$ cat src/rtl/gpio_pair.sv
module gpio_pair #(
  parameter int ADDR_W = 13,
  parameter int W = 8,
  parameter logic [ADDR_W-1:0] A_DATA_ADDR = 'h0,
  parameter logic [ADDR_W-1:0] B_DATA_ADDR = 'h1,
  parameter logic [ADDR_W-1:0] A_DIR_ADDR  = 'h4,
  parameter logic [ADDR_W-1:0] B_DIR_ADDR  = 'h5
) (
  input  logic              clk,
  input  logic              rst_n,
  input  logic [ADDR_W-1:0] bus_addr,
  input  logic              bus_wr,
  input  logic              bus_rd,
  input  logic [W-1:0]      bus_wdata,
  output logic [W-1:0]      bus_rdata,
  output logic              bus_hit,
  input  logic [W-1:0]      a_in,
  output logic [W-1:0]      a_out,
  output logic [W-1:0]      a_oe,
  input  logic [W-1:0]      b_in,
  output logic [W-1:0]      b_out,
  output logic [W-1:0]      b_oe
);

  logic [W-1:0] a_lat, b_lat, a_dir, b_dir, a_smp, b_smp;
  logic sel_ad, sel_bd, sel_ar, sel_br;

  assign sel_ad = bus_addr == A_DATA_ADDR;
  assign sel_bd = bus_addr == B_DATA_ADDR;
  assign sel_ar = bus_addr == A_DIR_ADDR;
  assign sel_br = bus_addr == B_DIR_ADDR;

  assign bus_hit = (bus_wr | bus_rd) & (sel_ad | sel_bd | sel_ar | sel_br);

  always_ff @(posedge clk) begin
    if (bus_wr && sel_ad) a_lat <= bus_wdata;
    if (bus_wr && sel_bd) b_lat <= bus_wdata;
  end

  always_ff @(posedge clk or negedge rst_n) begin
    if (!rst_n) begin
      a_dir <= '0;
      b_dir <= '0;
    end else begin
      if (bus_wr && sel_ar) a_dir <= bus_wdata;
      if (bus_wr && sel_br) b_dir <= bus_wdata;
    end
  end

  always_ff @(posedge clk) begin
    a_smp <= a_in;
    b_smp <= b_in;
  end

  always_comb begin
    bus_rdata = '0;
    if (bus_rd) begin
      if (sel_ad) bus_rdata = (a_lat & a_dir) | (a_smp & ~a_dir);
      if (sel_bd) bus_rdata = (b_lat & b_dir) | (b_smp & ~b_dir);
      if (sel_ar) bus_rdata = a_dir;
      if (sel_br) bus_rdata = b_dir;
    end
  end

  assign a_out = a_lat;
  assign b_out = b_lat;
  assign a_oe  = a_dir;
  assign b_oe  = b_dir;

endmodule


$ cat config.mk
export PLATFORM = sky130hd
export DESIGN_NAME = gpio_pair
export DESIGN_NICKNAME = d
export VERILOG_FILES = /design/src/rtl/gpio_pair.sv
export SDC_FILE = /design/constraint.sdc
export NUM_CORES = 1
export LEC_CHECK = 0
export ABC_AREA = 0
export ABC_CLOCK_PERIOD_IN_PS = 1700
export BUFFER_PORTS_ARGS = -buffer_cell sky130_fd_sc_hd__buf_4
export CORE_MARGIN = 2
export CORE_UTILIZATION = 35
export CTS_CLUSTER_DIAMETER = 100
export CTS_CLUSTER_SIZE = 16
export DETAILED_ROUTE_END_ITERATION = 8
export GPL_ROUTABILITY_DRIVEN = 0
export HOLD_SLACK_MARGIN = 0.12
export PLACE_DENSITY = 0.57
export SLEW_MARGIN = 0
export SYNTH_ARGS = -nofsm -noshare
export SYNTH_HDL_FRONTEND = slang
export SYNTH_SLANG_ARGS = --single-unit
$ cat constraint.sdc
create_clock -name clk -period 1.7 [get_ports clk]
set_input_delay 0.34 -clock clk [delete_from_list [all_inputs] [get_ports clk]]
set_output_delay 0.34 -clock clk [all_outputs]
set_load 0.005 [all_outputs]
After elaboration in Yosys (flattened, before gate mapping)

Index checks and enable logic that the tools add are counted.

Register bits after elaboration: 48
Input bits: 41
Output and inout bits: 41
Word-level logic and storage cells: 32

Equality and inequality tests: 3
Mux-type cells: 5
Bitwise logic cells: 13
Reductions and logical operators: 5

Operators by type and width:

| operator            | number |
|---|---|
| $mux 8              | 5 |
| $and 8x8->8         | 4 |
| $eq 13x3->1 const B | 2 |
| $not 8->8           | 2 |
| $or 8x8->8          | 2 |
| $eq 13x1->1 const B | 1 |
| $logic_not 13->1    | 1 |
| $logic_and 1x1->1   | 4 |
| $or 1x1->1          | 4 |
| $and 1x1->1         | 1 |

Logic depth before layout (Yosys ltp)

Depth in word-level cells: 8
Gate-level depth with buffers: 4
Depth with buffers taken out: 3

Worst setup path after synthesis

OpenSTA, ideal clock, no wires.

Path type: input -> register
Start point: input bus_addr[4]
End point: register a_lat[0], in the netlist a_out[0], enable pin
Setup time: 395 ps
Arrival: 1926 ps
Required time: 1305 ps
Path slack: -621 ps
Stages: 3
Buffers on the path: 0
Cell sequence: nor4_4 > and4b_1 > nor4bb_1

Word-level cells in the longest chain between the ends: 2

Ends and longest elaborated chain:

| item                   | RTL line | RTL |
|---|---|---|
| start: declaration     | 11       | `input logic [ADDR_W-1:0] bus_addr,` |
| $logic_not 13->1       | 28       | `assign sel_ad = bus_addr == A_DATA_ADDR;` |
| $logic_and 1x1->1      | 36       | `if (bus_wr && sel_ad) a_lat <= bus_wdata;` |
| end signal: assignment | 36       |  |
| end: declaration       | 25       | `logic [W-1:0] a_lat, b_lat, a_dir, b_dir, a_smp, b_smp;` |

No other way between the ends.
A chain may end at the register's enable or synchronous reset.

Worst setup path after layout

Start point: input bus_addr[8]
End point: output bus_rdata[5]

Word-level cells in the longest chain between the ends: 6
Elaborated cells on any way between the ends: 9
Those cells by class: eq/ne (3); mux (5); reduce/logical (1)

Ends and longest elaborated chain:

| item             | RTL line | RTL |
|---|---|---|
| $logic_not 13->1 | 28       |  |
| $mux 8           | 58       | `if (sel_ad) bus_rdata = (a_lat & a_dir) \| (a_smp & ~a_dir);` |
| $mux 8           | 59       | `if (sel_bd) bus_rdata = (b_lat & b_dir) \| (b_smp & ~b_dir);` |
| $mux 8           | 60       | `if (sel_ar) bus_rdata = a_dir;` |
| $mux 8 (*)       | 61       | `if (sel_br) bus_rdata = b_dir;` |
| $mux 8 (*)       | 57       | `if (bus_rd) begin` |
| end: declaration | 15       | `output logic [W-1:0] bus_rdata,` |

Every way passes the cells marked *; elsewhere a longest branch is shown, timed or not.

==> impl_metrics.tcl <==
set metrics [dict create \
    synthToLayoutAreaGrowth_pct 51.7 \
    required_ps 1360 \
    async_flop_share_pct 33.3 \
    p_leak_uw 0.00141 \
    yosysTopAreaCell "edfxtp_1" \
    endpoint_kind "output pin" \
    hold_path.class "input port to register" \
    critPathArrivalTime_ps 1500 \
    drive_gt1_share_pct 53.9 \
    vias_per_cell 5.14 \
    syn_avg_cell_area_um2 13.9 \
    power_density_nw_per_um2 683 \
    max_freq_ghz 0.544 \
    dp.cells 312 \
    hold_viol 0 \
    cts_buffers 5 \
    drtIter0Drc 92 \
    timing_worst_setup_path_type "input port to output pin" \
    fin_ws_ps -138 \
    nets 298 \
    cts_tree "done" \
    grt_max_degree 17 \
    grt_pass1_vias 1726 \
    htreeDepth 2 \
    setup_viol 25 \
    relSlewSlack_pct 72.3 \
    antenna_found_initial 0 \
    drt_wl_total_um 6030 \
    ir_drop_v 0.000486 \
    path_clk_slew_ps 80 \
    worst_slew_pin_slew_ps 414 \
    start_util_pct 36.5 \
    mostFrequentLayoutCells "buf_4, edfxtp_1, dfxtp_1, mux2_2, dfrtp_1" \
    syn_area_um2 2040 \
    stdcell_area_um2 3090 \
    wl_per_cell_um 18.3 \
    grt_use_total_pct 18.8 \
    diodes 0 \
    ys_warn_count 0 \
    synth_edf_count 16 \
    synthDistinctLibCells 28 \
    crit_slowest_cell "nor4_4" \
    cp.depth 6 \
    first_pass_iters 4 \
    ys_ff_latch 48 \
    ios 82 \
    worstPathCellList "buf_6, nor4_4, buf_4, and4b_2, and4_1, buf_4" \
    clockRootBuffer "clkbuf_8" \
    n_fill_cell 479 \
    crit_start "bus_addr[8]" \
    grt_remaining_overflow 0 \
    synth.area.top_cells "edfxtp_1, dfrtp_1, dfxtp_1" \
    status "finished with violations" \
    synth_top_area_share_pct 23.6 \
    rr_startpoint "b_oe[0]" \
    fp.dieArea_um2 6450 \
    cp_slowest_stage_delay_ps 310 \
    syn_nets 188 \
    startpoint_type "input port" \
    cp_max_fo 4 \
    clockBufferDepth 2 \
    path_common_cell "buf_4" \
    ff2ff_path_depth 2 \
    dieWidth_um 80.3 \
    cts_sinks 48 \
    final_common_cell "buf_4" \
    timing.final.crit_share_pct 108 \
    dpl-instance-area_um2 2860 \
    yosysSeqAreaShare_pct 59.0 \
    grt_pass1_wl_um 8960 \
    final_max_slew_viol_count 0 \
    instances_no_fill 330 \
    violations "negative setup slack" \
    num_vias 1696 \
    post-dp-hpwl_um 4410 \
    crit_end "bus_rdata[5]" \
    die_height_um 80.3 \
    cpLargestDelayFamily "simple AND/OR/NAND/NOR gates" \
    skew_ps 0 \
    rsz0062_at_grt "true" \
    period_needed_ps 1840 \
    synthFlopType "edfxtp_1" \
    ant_nets 0 \
    max_cap_violations 0 \
    numPortBuffers 81 \
    rows 27 \
    cp_num_buf_inv 3 \
    drcViolationCount 0 \
    hold_start "a_in[5]" \
    r2r-end "b_oe[0]" \
    netlist_instances 147 \
    clk_latency_ps 300 \
    reg2reg_setup_slack_ps 780 \
    core_um2 5570 \
]
[where the power goes]
part	total (uW)	switching, uW	internal, uW
registers	1210	5.91	1210
logic	203	90.1	112
clock network	692	360	332
total	2110	456	1650
[timing repair]
item / in CTS / in global routing
buffers inserted: 1 / 8
resized for setup: 9 / 8
hold buffers: 1 / 0
pin swaps: 7 / 15
endpoints found under the hold margin: 16 / 0
setup endpoints to repair: 9 / 17
[sequential cells by signal (all words and copies together), names as in the netlist]
signal and cells:
a_out 8, a_oe 8, a_smp 8, b_oe 8, b_out 8, b_smp 8
[through the flow]
stage	hold WS (ps)	util, %	TNS (ps)	total power (uW)	setup WS, ps
2_1_floorplan	44.4	-	-1470	1290	-133
3_3_place_gp	222	51.4	-6950	1430	-255
3_5_place_dp	226	51.4	-7340	1430	-242
4_1_cts	134	53.8	-972	2120	-153
5_1_grt	130	55.4	-3610	2170	-185
6_report	136	55.4	-2110	2110	-138
[per-layer routing]
layer | track usage [%] | part of all wire, %
met1 | 24.2 | 44
met2 | 32.4 | 49
met3 | 2.92 | 5.9
met4 | 5.59 | 0.99
met5 | 0 | 0
[layout make-up]
cell class,instances,area (um^2),area share (%)
clock buffer,8,90.1,2.92
sequential,48,1200,39.0
timing repair buffer,110,875,28.3
multi-input combinational,86,808,26.2
tap,72,90.1,2.92
inverter,6,22.5,0.729
[worst register-to-register path: stages, from the launching register on]
cell and delay (ps):
dfrtp_1 410, buf_4 150, mux2_2 250
[cells in the mapped netlist, drive strengths merged, types with 6 or more instances]
cell type,number
a32oi,6
and4,8
dfrtp,16
dfxtp,16
edfxtp,16
inv,6
mux2,16
mux2i,9
nand4,6
nor2b,7
nor4bb,8
o31a,6
[how the worst min path moves through the flow]
stage | to | slack (ps) | cells after the start
after floorplan | a_oe[0] | 40 | 0
after global placement | a_oe[5] | 220 | 1
after detailed placement | b_oe[5] | 230 | 1
after CTS | a_smp[5] | 130 | 1
after global routing | b_smp[3] | 130 | 1
final | a_smp[5] | 140 | 1
[cell families (layout without fill, tap and decap cells)]
kind of cell / Yosys count / count (layout) / synth area share, %
flops: 48 / 48 / 59.0
compound gates: 19 / 19 / 7.62
buf+inv: 13 / 124 / 3.19
mux: 25 / 25 / 13.3
simple gates: 42 / 42 / 17.0
Power figures use the tool's default switching activity.
